**config.mk**
```make
export PLATFORM = sky130hd
export DESIGN_NAME = eis_sense_top
export DESIGN_NICKNAME = d
export VERILOG_FILES = /design/src/rtl/eis_pkg.sv /design/src/rtl/eis_sync.sv /design/src/rtl/eis_pin_cell.sv /design/src/rtl/eis_regs.sv /design/src/rtl/eis_sense_top.sv
export SDC_FILE = /design/constraint.sdc
export NUM_CORES = 1
export LEC_CHECK = 0
export BUFFER_PORTS_ARGS = -buffer_cell sky130_fd_sc_hd__buf_2
export CAP_MARGIN = 15
export CORE_MARGIN = 2
export CORE_UTILIZATION = 51
export DETAILED_ROUTE_END_ITERATION = 7
export PLACE_DENSITY = 0.85
export SETUP_SLACK_MARGIN = 0.4
export SLEW_MARGIN = 20
export SYNTH_ARGS = -nofsm -noshare
export SYNTH_HDL_FRONTEND = slang
export SYNTH_SLANG_ARGS = --single-unit
```
**constraint.sdc**
```tcl
create_clock -name clk -period 4.23 [get_ports clk]
set_clock_uncertainty 0.15 [all_clocks]
set_input_delay 1.0575 -clock clk [delete_from_list [all_inputs] [get_ports clk]]
set_output_delay 1.0575 -clock clk [all_outputs]
set_load 0.05 [all_outputs]
```
**src/rtl/eis_pkg.sv**
```systemverilog
package eis_pkg;
  // Word addresses on the register bus
  typedef enum logic [1:0] {
    REG_SENSE = 2'd0,
    REG_PEND  = 2'd1,
    REG_MASK  = 2'd2,
    REG_NONE  = 2'd3
  } reg_sel_e;

  localparam int unsigned SYNC_STAGES = 2;
endpackage

```
**src/rtl/eis_sync.sv**
```systemverilog
module eis_sync #(
  parameter int unsigned W = 8
) (
  input  logic         clk,
  input  logic         rst_n,
  input  logic [W-1:0] async_in,
  output logic [W-1:0] sync_out
);
  logic [W-1:0] meta_q;
  logic [W-1:0] stab_q;

  // Reset to all ones: an idle pin is high, i.e. inactive
  always_ff @(posedge clk or negedge rst_n) begin
    if (!rst_n) begin
      meta_q <= '1;
      stab_q <= '1;
    end else begin
      meta_q <= async_in;
      stab_q <= meta_q;
    end
  end

  assign sync_out = stab_q;
endmodule

```
**src/rtl/eis_pin_cell.sv**
```systemverilog
module eis_pin_cell (
  input  logic clk,
  input  logic rst_n,
  input  logic pin_s,      // synchronised pin, active low
  input  logic edge_mode,  // 1 falling edge, 0 low level
  input  logic clr,        // write-1 clear strobe
  output logic pend,
  output logic fall_evt
);
  logic prev_q;
  logic pend_q;
  logic pend_d;

  always_comb begin
    fall_evt = prev_q & ~pin_s;
    if (edge_mode) begin
      // edge has priority over a clear in the same cycle
      pend_d = fall_evt | (pend_q & ~clr);
    end else begin
      pend_d = ~pin_s;
    end
  end

  always_ff @(posedge clk or negedge rst_n) begin
    if (!rst_n) begin
      prev_q <= 1'b1;
      pend_q <= 1'b0;
    end else begin
      prev_q <= pin_s;
      pend_q <= pend_d;
    end
  end

  assign pend = pend_q;
endmodule

```
**src/rtl/eis_regs.sv**
```systemverilog
module eis_regs
  import eis_pkg::*;
#(
  parameter int unsigned NPINS     = 8,
  parameter int unsigned DATA_W    = 32,
  parameter int unsigned SENSE_MSB = 15
) (
  input  logic              clk,
  input  logic              rst_n,
  input  logic              wr,
  input  logic [1:0]        addr,
  input  logic [DATA_W-1:0] wdata,
  input  logic [NPINS-1:0]  pend_vec,
  output logic [NPINS-1:0]  sense_vec,
  output logic [NPINS-1:0]  mask_vec,
  output logic [NPINS-1:0]  clr_vec,
  output logic [DATA_W-1:0] rdata
);
  localparam int unsigned TOP_BIT = DATA_W - 1;

  logic [NPINS-1:0] sense_q, sense_d;
  logic [NPINS-1:0] mask_q,  mask_d;
  logic             sense_en, mask_en, pend_wr;
  logic [NPINS-1:0] wsense, wmsb;
  logic [DATA_W-1:0] sense_word, pend_word, mask_word;
  reg_sel_e          sel;
  logic              unused_wbits;

  assign sel      = reg_sel_e'(addr);
  assign sense_en = wr && (sel == REG_SENSE);
  assign mask_en  = wr && (sel == REG_MASK);
  assign pend_wr  = wr && (sel == REG_PEND);

  for (genvar g = 0; g < NPINS; g++) begin : g_lane
    assign wsense[g]  = wdata[SENSE_MSB - g];
    assign wmsb[g]    = wdata[TOP_BIT - g];
    assign clr_vec[g] = pend_wr & wmsb[g];
  end

  assign unused_wbits = &{1'b0, wdata};

  always_comb begin
    sense_d = sense_en ? wsense : sense_q;
    mask_d  = mask_en  ? wmsb   : mask_q;
  end

  always_ff @(posedge clk or negedge rst_n) begin
    if (!rst_n) begin
      sense_q <= '0;
      mask_q  <= '0;
    end else begin
      sense_q <= sense_d;
      mask_q  <= mask_d;
    end
  end

  always_comb begin
    sense_word = '0;
    pend_word  = '0;
    mask_word  = '0;
    for (int i = 0; i < NPINS; i++) begin
      sense_word[SENSE_MSB - i] = sense_q[i];
      pend_word[TOP_BIT - i]    = pend_vec[i];
      mask_word[TOP_BIT - i]    = mask_q[i];
    end
    case (sel)
      REG_SENSE: rdata = sense_word;
      REG_PEND:  rdata = pend_word;
      REG_MASK:  rdata = mask_word;
      default:   rdata = '0;
    endcase
  end

  assign sense_vec = sense_q;
  assign mask_vec  = mask_q;
endmodule

```
**src/rtl/eis_sense_top.sv**
```systemverilog
module eis_sense_top #(
  parameter int unsigned NPINS     = 8,
  parameter int unsigned DATA_W    = 32,
  parameter int unsigned SENSE_MSB = 15
) (
  input  logic              clk,
  input  logic              rst_n,
  input  logic [NPINS-1:0]  ext_pin_n,
  input  logic              reg_wr,
  input  logic [1:0]        reg_addr,
  input  logic [DATA_W-1:0] reg_wdata,
  output logic [DATA_W-1:0] reg_rdata,
  output logic [NPINS-1:0]  irq_req
);
  logic             rst_meta_q, rst_sync_n;
  logic [NPINS-1:0] pin_sync;
  logic [NPINS-1:0] pend_vec, fall_vec;
  logic [NPINS-1:0] sense_vec, mask_vec, clr_vec;

  // asynchronous assert, synchronous release
  always_ff @(posedge clk or negedge rst_n) begin
    if (!rst_n) begin
      rst_meta_q <= 1'b0;
      rst_sync_n <= 1'b0;
    end else begin
      rst_meta_q <= 1'b1;
      rst_sync_n <= rst_meta_q;
    end
  end

  eis_sync #(.W(NPINS)) u_sync (
    .clk      (clk),
    .rst_n    (rst_sync_n),
    .async_in (ext_pin_n),
    .sync_out (pin_sync)
  );

  for (genvar g = 0; g < NPINS; g++) begin : g_pin
    eis_pin_cell u_cell (
      .clk       (clk),
      .rst_n     (rst_sync_n),
      .pin_s     (pin_sync[g]),
      .edge_mode (sense_vec[g]),
      .clr       (clr_vec[g]),
      .pend      (pend_vec[g]),
      .fall_evt  (fall_vec[g])
    );
  end

  eis_regs #(
    .NPINS     (NPINS),
    .DATA_W    (DATA_W),
    .SENSE_MSB (SENSE_MSB)
  ) u_regs (
    .clk       (clk),
    .rst_n     (rst_sync_n),
    .wr        (reg_wr),
    .addr      (reg_addr),
    .wdata     (reg_wdata),
    .pend_vec  (pend_vec),
    .sense_vec (sense_vec),
    .mask_vec  (mask_vec),
    .clr_vec   (clr_vec),
    .rdata     (reg_rdata)
  );

  assign irq_req = pend_vec & mask_vec;
endmodule

```
==> flow_summary_export.csv, run 1 <==
group,metric,value,unit
logic_synthesis,synth_compound_area_frac,0.05864,
logic_synthesis,synth.largest_area_cell,"dfrtp_1",
logic_synthesis,synth_top_family_by_area,"simple AND/OR/NAND/NOR gates",
setup_path,critical_path_arrival,2.46,ns
drt,vias,1244,
cts,clk_pin_slew_worst_paths,0.08,ns
die,start_util,0.5195,
final_layout,syn_to_final_growth,16.00,%
logic_synthesis,synth.distinct_cells,17,
place,place.gp.congestion,0.7531,
cts,cts_resized,0,
logic_synthesis,yosys.area_share.simple,0.1539,
outcome,outcome,"finished clean",
sta,finalMaxSlewViolations,0,
pwr,p_leak,1.150,nW
setup_path,cp_top_family,"simple AND/OR/NAND/NOR gates",
setup_path,cp_max_fo,13,
logic_synthesis,synth_seq_cells,50,
pwr,pwr-share-seq,0.515,
drt,ant_nets,0,
cts,cts_tree,"done",
pwr,clockPowerShare,0.245,
cts,cts-root-buf,"clkbuf_8",
drt,vias_per_cell,4.898,
logic_synthesis,synth_xor_area_frac,0,
setup_path,rr_endpoint,"u_regs.sense_vec[2]",
logic_synthesis,ys_warn_count,0,
logic_synthesis,yosys.cell_count.top_type,"dfrtp_1",
global_route,grt_max_degree,49,
sta,min_period,3.669,ns
setup_path,r2r_setup_slack,3.04,ns
sta,hold_viol,0,
die,die_width,67.37,um
logic_synthesis,synth_area_per_cell,13.65,sq um
global_route,grt_pass1_wl,5.623,mm
logic_synthesis,yosysTopAreaCellShare,0.3177,
drt,routedWlPerCell,14.20,um
logic_synthesis,synth_edf_count,0,
pwr,peakVddDrop,0.2794,mV
cts,clkSinkCount,50,
setup_path,critPathCapture,"reg_rdata[30]",
final_layout,utilization,0.6027,
global_route,antenna_found_initial,0,
drt,drc,0,
drt,first_iter_violations,51,
cts,clk-insertion-delay-late,0.30,ns
logic_synthesis,synthCells,150,
logic_synthesis,synthTopCellsByArea,"dfrtp_1 32%, dfstp_2 31%, mux2_2 6.6%",
logic_synthesis,synth-seq-area-share,0.6255,
setup_path,critical_path_class,"input pin to output pin",
sta,relSlewSlack,0.3463,
final_layout,num_antenna_cells,0,
pwr,switchingPower,0.3801,mW
setup_path,path_common_cell,"buf_2",
global_route,gr-total-overflow,0,
pwr,p_per_area,480.0,mW/mm^2
cts,ctsHoldBuffers,0,
setup_path,crit_cells,4,
setup_path,critPathRequiredTime,3.02,ns
sta,period_share,0.8674,
die,num_io_pins,85,
die,core.rowCount,23,
sta,setup_viol,0,
cts,post_cts_buffers,0,
sta,tns,0,ns
logic_synthesis,synthFlopType,"dfrtp_1",
logic_synthesis,synth.area.mux_share,0.08797,
global_route,grt_pass1_vias,1155,
cts,max-clock-path-buffers,2,
setup_path,r2r_start,"rst_sync_n",
setup_path,critPathMaxStageDelay,0.62,ns
die,die_area,0.004539,sq mm
pwr,p_comb_frac,0.239,
global_route,grt_usage,0.1772,
die,core_area,0.003943,sq mm
setup_path,startpoint,"reg_addr[1]",
logic_synthesis,synth-adder-area-share,0,
sta,tightest_slew,0.9805,ns
final_layout,fin_nets,248,
logic_synthesis,syn_area,0.002048,sq mm
drt,wl,3.608,mm
logic_synthesis,async_reset_ff_frac,1.000,
logic_synthesis,yosys-top-cells-count,"26 x dfrtp_1, 24 x dfstp_2, 17 x buf_4, 16 x and2_1, 12 x mux2_2",
place,place_hpwl,2.552,mm
place,io_buffers,52,
setup_path,worstPathCellList,"buf_2 > nor2b_1 > a22o_1 > buf_2",
setup_path,worst-path-buf-inv,2,
drt,first_pass_iters,4,
hold_path,min-delay-path-class,"flop to flop",
setup_path,crit_path_start_kind,"input pin",
setup_path,slowest_stage,"nor2b_1",
die,die_h,67.37,um
setup_path,r2r_cells,0,
sta,rsz0062_at_grt,"no",
sta,max_freq,0.2725,GHz
final_layout,drive_above_1_share,0.4804,
pwr,swShare,0.3333,
cts,cts_htree_levels,2,
cts,cts_made_buffers,5,
setup_path,crit_path_end_kind,"output pin",
pwr,p_int,0.7604,mW
flow_run,max-cap-violations,0,
[cell families after synthesis]
kind of cell / Yosys count
AOI/OAI and AO/OA: 16
buffers and inverters: 21
DFF: 50
muxes: 16
other: 2
and+or+nand+nor: 45
[routing by layer]
| layer | up-vias | track usage | share of wire |
|---|---|---|---|
| li1 | 588 | - | - |
| met4 | 0 | 0.08418 | 0.019 |
| met2 | 49 | 0.2611 | 0.47 |
| met3 | 6 | 0.05833 | 0.069 |
| met5 | - | 0 | 0 |
| met1 | 601 | 0.2373 | 0.44 |
[final cells by class]
| class | count | area (sq um) |
|---|---|---|
| Timing Repair Buffer | 52 | 260.3 |
| Sequential cell | 50 | 1282 |
| Clock inverter | 1 | 5.005 |
| Multi-Input combinational cell | 94 | 679.4 |
| Tap cell | 50 | 62.56 |
| Clock buffer | 7 | 86.33 |
| Fill cell | 309 | 1567 |
[flip-flops by register name, summed over array words and instances, names as in the netlist]
name                 count
u_regs.sense_vec         8
rst_meta_q               1
g_pin.u_cell.pend        8
u_sync.meta_q            8
u_regs.mask_vec          8
u_sync.sync_out          8
g_pin.u_cell.prev_q      8
rst_sync_n               1
[how the worst min path moves through the flow]
stage          slack [ns]                  to             start  depth (start not counted)
2_1_floorplan        0.18          rst_sync_n        rst_meta_q                          0
3_3_place_gp         0.18          rst_sync_n        rst_meta_q                          0
3_5_place_dp         0.19          rst_sync_n        rst_meta_q                          0
4_1_cts              0.21          rst_sync_n        rst_meta_q                          0
5_1_grt              0.21  u_sync.sync_out[5]  u_sync.meta_q[5]                          0
6_report             0.20          rst_sync_n        rst_meta_q                          0
[cell usage in the layout (no fill, tap or decap), types with 4 or more instances in the layout]
cell	n
nand2_1	8
mux2_1	4
clkbuf_8	6
a22o_1	8
and4b_1	8
and2_1	16
nor2b_1	10
dfstp_2	24
dfrtp_1	25
buf_2	52
o22ai_1	8
conb_1	17
mux2_2	12
[power by group through the flow]
stage               Clock (mW)  Combinational [mW]  Sequential, mW
floorplan                    0               0.235           0.583
global placement             0               0.271           0.594
detailed placement           0               0.274           0.597
CTS                      0.288               0.275           0.589
global route             0.308               0.291           0.599
finish                   0.280               0.273           0.588
[per-stage QoR]
step	setup slack (ns)	instance area, sq um	power (mW)	hold slack [ns]	instances
final	0.5608	2376	1.140	0.2035	254
after global routing	0.5010	2376	1.198	0.2064	254
after CTS	0.5751	2376	1.152	0.2073	254
after detailed placement	0.5798	2285	0.8713	0.1886	246
after global placement	0.6264	2285	0.8649	0.1845	246
after floorplan	1.122	2105	0.8176	0.1812	165
Power figures use the tool's default switching activity.
==> inputs of run 2 (changes only) <==
Settings changed: CORE_UTILIZATION 51 to 47, MAX_ROUTING_LAYER from default to met4, PLACE_DENSITY 0.85 to 0.79.
Clock period 4.23 ns to 3.85 ns, I/O delays scaled along.
==> flow_summary_export.csv, run 2 (synthesis results as in run 1) <==
group,metric,value,unit
outcome,outcome,"finished clean",
global_route,grt_max_degree,49,
flow_run,max-cap-violations,0,
sta,min_period,3.286,ns
final_layout,drive_above_1_share,0.4928,
final_layout,num_antenna_cells,0,
final_layout,syn_to_final_growth,17.35,%
die,core.rowCount,24,
final_layout,final_cell_area,0.002404,sq mm
drt,vias_per_cell,4.830,
final_layout,final-seq-area,0.001282,sq mm
final_layout,utilization,0.5637,
die,die_h,70.02,um
die,die_area,0.004902,sq mm
cts,max-clock-path-buffers,2,
drt,wl,3.672,mm
cts,cts_made_buffers,5,
die,core_area,0.004264,sq mm
pwr,p_int,0.8376,mW
sta,finalMaxSlewViolations,0,
final_layout,final_common_cell,"buf_2",
place,io_buffers,52,
sta,rsz0062_at_grt,"no",
setup_path,critical_path_class,"input pin to output pin",
final_layout,fill_cells,373,
global_route,antenna_found_initial,0,
final_layout,stdcell_count,259,
drt,first_pass_iters,4,
cts,post_cts_buffers,0,
global_route,grt_pass1_wl,5.547,mm
drt,drc,0,
cts,clk-insertion-delay-late,0.29,ns
cts,cts_htree_levels,2,
global_route,grt_pass1_vias,1162,
sta,setup_viol,0,
drt,routedWlPerCell,14.18,um
pwr,p_leak,1.167,nW
setup_path,cp_max_fo,13,
sta,tightest_slew,0.9787,ns
die,start_util,0.4803,
place,place_area,0.002310,sq mm
drt,ant_nets,0,
pwr,p_per_area,519.1,mW/mm^2
drt,vias,1251,
final_layout,fin_nets,251,
cts,cts_resized,0,
sta,period_share,0.8535,
pwr,switchingPower,0.4101,mW
cts,cts_tree,"done",
pwr,swShare,0.3287,
setup_path,critical_path_arrival,2.17,ns
drt,first_iter_violations,57,
setup_path,crit_path_start_kind,"input pin",
cts,cts-root-buf,"clkbuf_8",
cts,ctsHoldBuffers,0,
place,place.gp.congestion,0.7413,
setup_path,critPathRequiredTime,2.74,ns
sta,setup_ws,0.5640,ns
final_layout,layout_common_cells,"52 x buf_2, 25 x dfrtp_1, 24 x dfstp_2",
pwr,clockPowerShare,0.239,
global_route,grt_usage,0.1555,
place,placedCellCount,251,
sta,tns,0,ns
sta,relSlewSlack,0.3475,
pwr,peakVddDrop,0.3377,mV
global_route,gr-total-overflow,0,
place,place_hpwl,2.537,mm
die,num_io_pins,85,
pwr,p_comb_frac,0.243,
sta,hold_viol,0,
hold_path,min-delay-path-class,"flop to flop",
setup_path,crit_path_end_kind,"output pin",
final_layout,multi_input_area,681.9,sq um
die,die_width,70.02,um
sta,max_freq,0.3043,GHz
cts,clk_pin_slew_worst_paths,0.08,ns
cts,clkSinkCount,50,
place,dp_slack,0.4707,ns
pwr,pwr-share-seq,0.518,
==> run 2: cell types whose count changed in the layout (fill, tap and decap cells not counted), sizes merged <==
cell  delta
buf      +3
==> run 2: area by class of cell <==
| type | count | area share |
|---|---|---|
| tap | 52 | 0.02707 |
| clock inverter | 1 | 0.002082 |
| clock buffer | 7 | 0.03592 |
| multi-input combinational | 94 | 0.2837 |
| timing repair buffer | 55 | 0.1176 |
| sequential | 50 | 0.5336 |
==> run 2: metal layers <==
metal  vias to the layer above  GRT usage  routed length [um]
met5                         -          -                   0
met4                         0    0.04487                  44
met3                         4    0.05195                 252
met2                        45     0.2360                1734
met1                       609     0.2012                1641
li1                        593          -                   -
==> run 2: worst paths after layout <==
| path | start | to | slack (ns) | cells after the start |
|---|---|---|---|---|
| max | reg_addr[1] | reg_rdata[30] | 0.56 | 5 |
| min | rst_meta_q | rst_sync_n | 0.21 | 0 |
| min in group asynchronous | rst_sync_n | u_regs.sense_vec[2] | 0.29 | 0 |
| max in group asynchronous | rst_sync_n | g_pin[4].u_cell.pend | 2.66 | 0 |
| max reg2reg | rst_sync_n | g_pin[4].u_cell.pend | 2.66 | 0 |
| min reg2reg | rst_meta_q | rst_sync_n | 0.21 | 0 |
==> run 2: power groups by stage <==
stage	combinational (mW)	sequential (mW)	clock [mW]
2_1_floorplan	0.258	0.640	0
3_3_place_gp	0.300	0.654	0
3_5_place_dp	0.304	0.656	0
4_1_cts	0.306	0.647	0.311
5_1_grt	0.321	0.658	0.329
6_report	0.304	0.646	0.298
==> run 2: critical path, cell delays in order <==
cell and delay, ns:
buf_2 0.26, nor2b_2 0.33, buf_4 0.19, a22o_1 0.16, buf_2 0.27
==> run 2: stage by stage <==
step | power [mW] | hold WS [ns]
3_5_place_dp | 0.9607 | 0.1917
4_1_cts | 1.264 | 0.2097
3_3_place_gp | 0.9541 | 0.1858
5_1_grt | 1.308 | 0.2117
2_1_floorplan | 0.8983 | 0.1812
6_report | 1.248 | 0.2052
==> inputs of run 3 (changes only) <==
==> constraint.sdc (replaced) <==
create_clock -name clk -period 3.85 [get_ports clk]
set_clock_uncertainty 0.15 [all_clocks]
set_input_delay 0.385 -clock clk [delete_from_list [all_inputs] [get_ports clk]]
set_output_delay 0.385 -clock clk [all_outputs]
set_load 0.05 [all_outputs]
==> flow_summary_export.csv, run 3 (synthesis results as in run 1) <==
group,metric,value,unit
final_layout,layout_common_cells,"52 x buf_2, 25 x dfrtp_1, 24 x dfstp_2",
setup_path,cp_max_fo,13,
outcome,violations,"hold timing",
die,die_width,70.02,um
setup_path,startpoint,"reg_addr[1]",
drt,routedWlPerCell,14.29,um
final_layout,drive_above_1_share,0.4757,
final_layout,fill_cells,369,
flow_run,max-cap-violations,0,
sta,tightest_slew,0.6797,ns
die,die_h,70.02,um
final_layout,stdcell_count,258,
final_layout,final_common_cell,"buf_2",
drt,drc,0,
place,place.gp.congestion,0.7267,
final_layout,multi_input_area,679.4,sq um
final_layout,utilization,0.5684,
drt,first_iter_violations,44,
setup_path,r2r_start,"u_regs.sense_vec[2]",
sta,max_freq,0.4411,GHz
global_route,grt_max_degree,49,
die,num_io_pins,85,
global_route,grt_pass1_vias,1264,
hold_path,min-delay-path-class,"flop to asynchronous set/reset pin",
cts,cts_tree,"done",
setup_path,r2r_cells,1,
place,io_buffers,52,
drt,ant_nets,0,
cts,cts-root-buf,"clkbuf_8",
sta,hold_viol,6,
cts,cts_made_buffers,5,
cts,cts_htree_levels,2,
cts,clkSinkCount,50,
sta,hold_slack,-0.01024,ns
final_layout,num_antenna_cells,0,
global_route,grt_usage,0.1636,
setup_path,r2r_setup_slack,2.88,ns
cts,ctsHoldBuffers,1,
setup_path,critical_path_arrival,1.73,ns
outcome,outcome,"finished, violations left",
die,die_area,0.004902,sq mm
sta,rsz0062_at_grt,"no",
setup_path,critPathRequiredTime,3.31,ns
drt,vias,1249,
setup_path,crit_path_end_kind,"output pin",
cts,clk_pin_slew_worst_paths,0.08,ns
setup_path,rr_endpoint,"u_regs.sense_vec[2]",
final_layout,syn_to_final_growth,18.33,%
drt,wl,3.686,mm
sta,min_period,2.267,ns
cts,cts_resized,0,
global_route,antenna_found_initial,0,
drt,vias_per_cell,4.841,
sta,period_share,0.5889,
pwr,p_leak,1.168,nW
die,core_area,0.004264,sq mm
setup_path,crit_path_start_kind,"input pin",
cts,post_cts_buffers,0,
pwr,peakVddDrop,0.3047,mV
global_route,grt_pass1_wl,5.913,mm
final_layout,final-seq-area,0.001282,sq mm
cts,max-clock-path-buffers,2,
global_route,gr-total-overflow,0,
sta,tns,0,ns
die,start_util,0.4803,
cts,clk-insertion-delay-late,0.28,ns
setup_path,critical_path_class,"input pin to output pin",
sta,relSlewSlack,0.5452,
final_layout,fin_nets,250,
sta,setup_viol,0,
sta,finalMaxSlewViolations,0,
pwr,p_per_area,534.5,mW/mm^2
die,core.rowCount,24,
place,place_hpwl,2.578,mm
drt,first_pass_iters,4,
place,placedCellCount,248,
[run 3: cell count changes in the layout (fill, tap and decap cells not counted)]
cell / change
nor2b_1: +1
nor2b_2: -1
clkbuf_8: -1
buf_4: -3
clkbuf_1: +1
dlygate4sd3_1: +1
buf_12: +1
clkinv_2: -1
bufinv_16: +1
[run 3: worst max path at each step]
stage                               end  depth (start not counted)
after global placement    reg_rdata[30]                          4
final                     reg_rdata[30]                          4
after CTS                 reg_rdata[30]                          4
after floorplan           reg_rdata[10]                          3
after global routing      reg_rdata[30]                          4
after detailed placement  reg_rdata[30]                          4
[run 3: through the flow]
step / instance area (sq um) / setup WS, ns / total power [mW]
6_report: 2424 / 1.583 / 1.296
5_1_grt: 2424 / 1.474 / 1.363
4_1_cts: 2404 / 1.520 / 1.308
3_5_place_dp: 2287 / 1.528 / 0.9587
2_1_floorplan: 2105 / 2.087 / 0.8983
3_3_place_gp: 2287 / 1.513 / 0.9506
[run 3: final cells by class]
class | count | area share
clock inverters | 1 | 0.01239
well taps | 52 | 0.02685
clock buffers | 7 | 0.03149
multi-input cells | 94 | 0.2803
repair buffers | 54 | 0.1198
flip-flops and latches | 50 | 0.5292
[run 3: where the power goes]
group          switching, mW  internal, mW  total [mW]  leakage [nW]
clock                  0.153         0.194       0.347        0.0524
combinational          0.213        0.0965       0.309         0.559
sequential            0.0428         0.597       0.640         0.556
[run 3: layer usage]
layer	part of all wire	vias to the layer above	global-route usage
li1	-	595	-
met1	0.45	605	0.2174
met2	0.49	45	0.2582
met3	0.050	4	0.03463
met4	0.011	0	0.04487
met5	0	-	-
[run 3: worst max-delay path, stage by stage]
cell,delay (ns)
buf_2,0.25
nor2b_1,0.57
a22o_1,0.25
buf_2,0.27
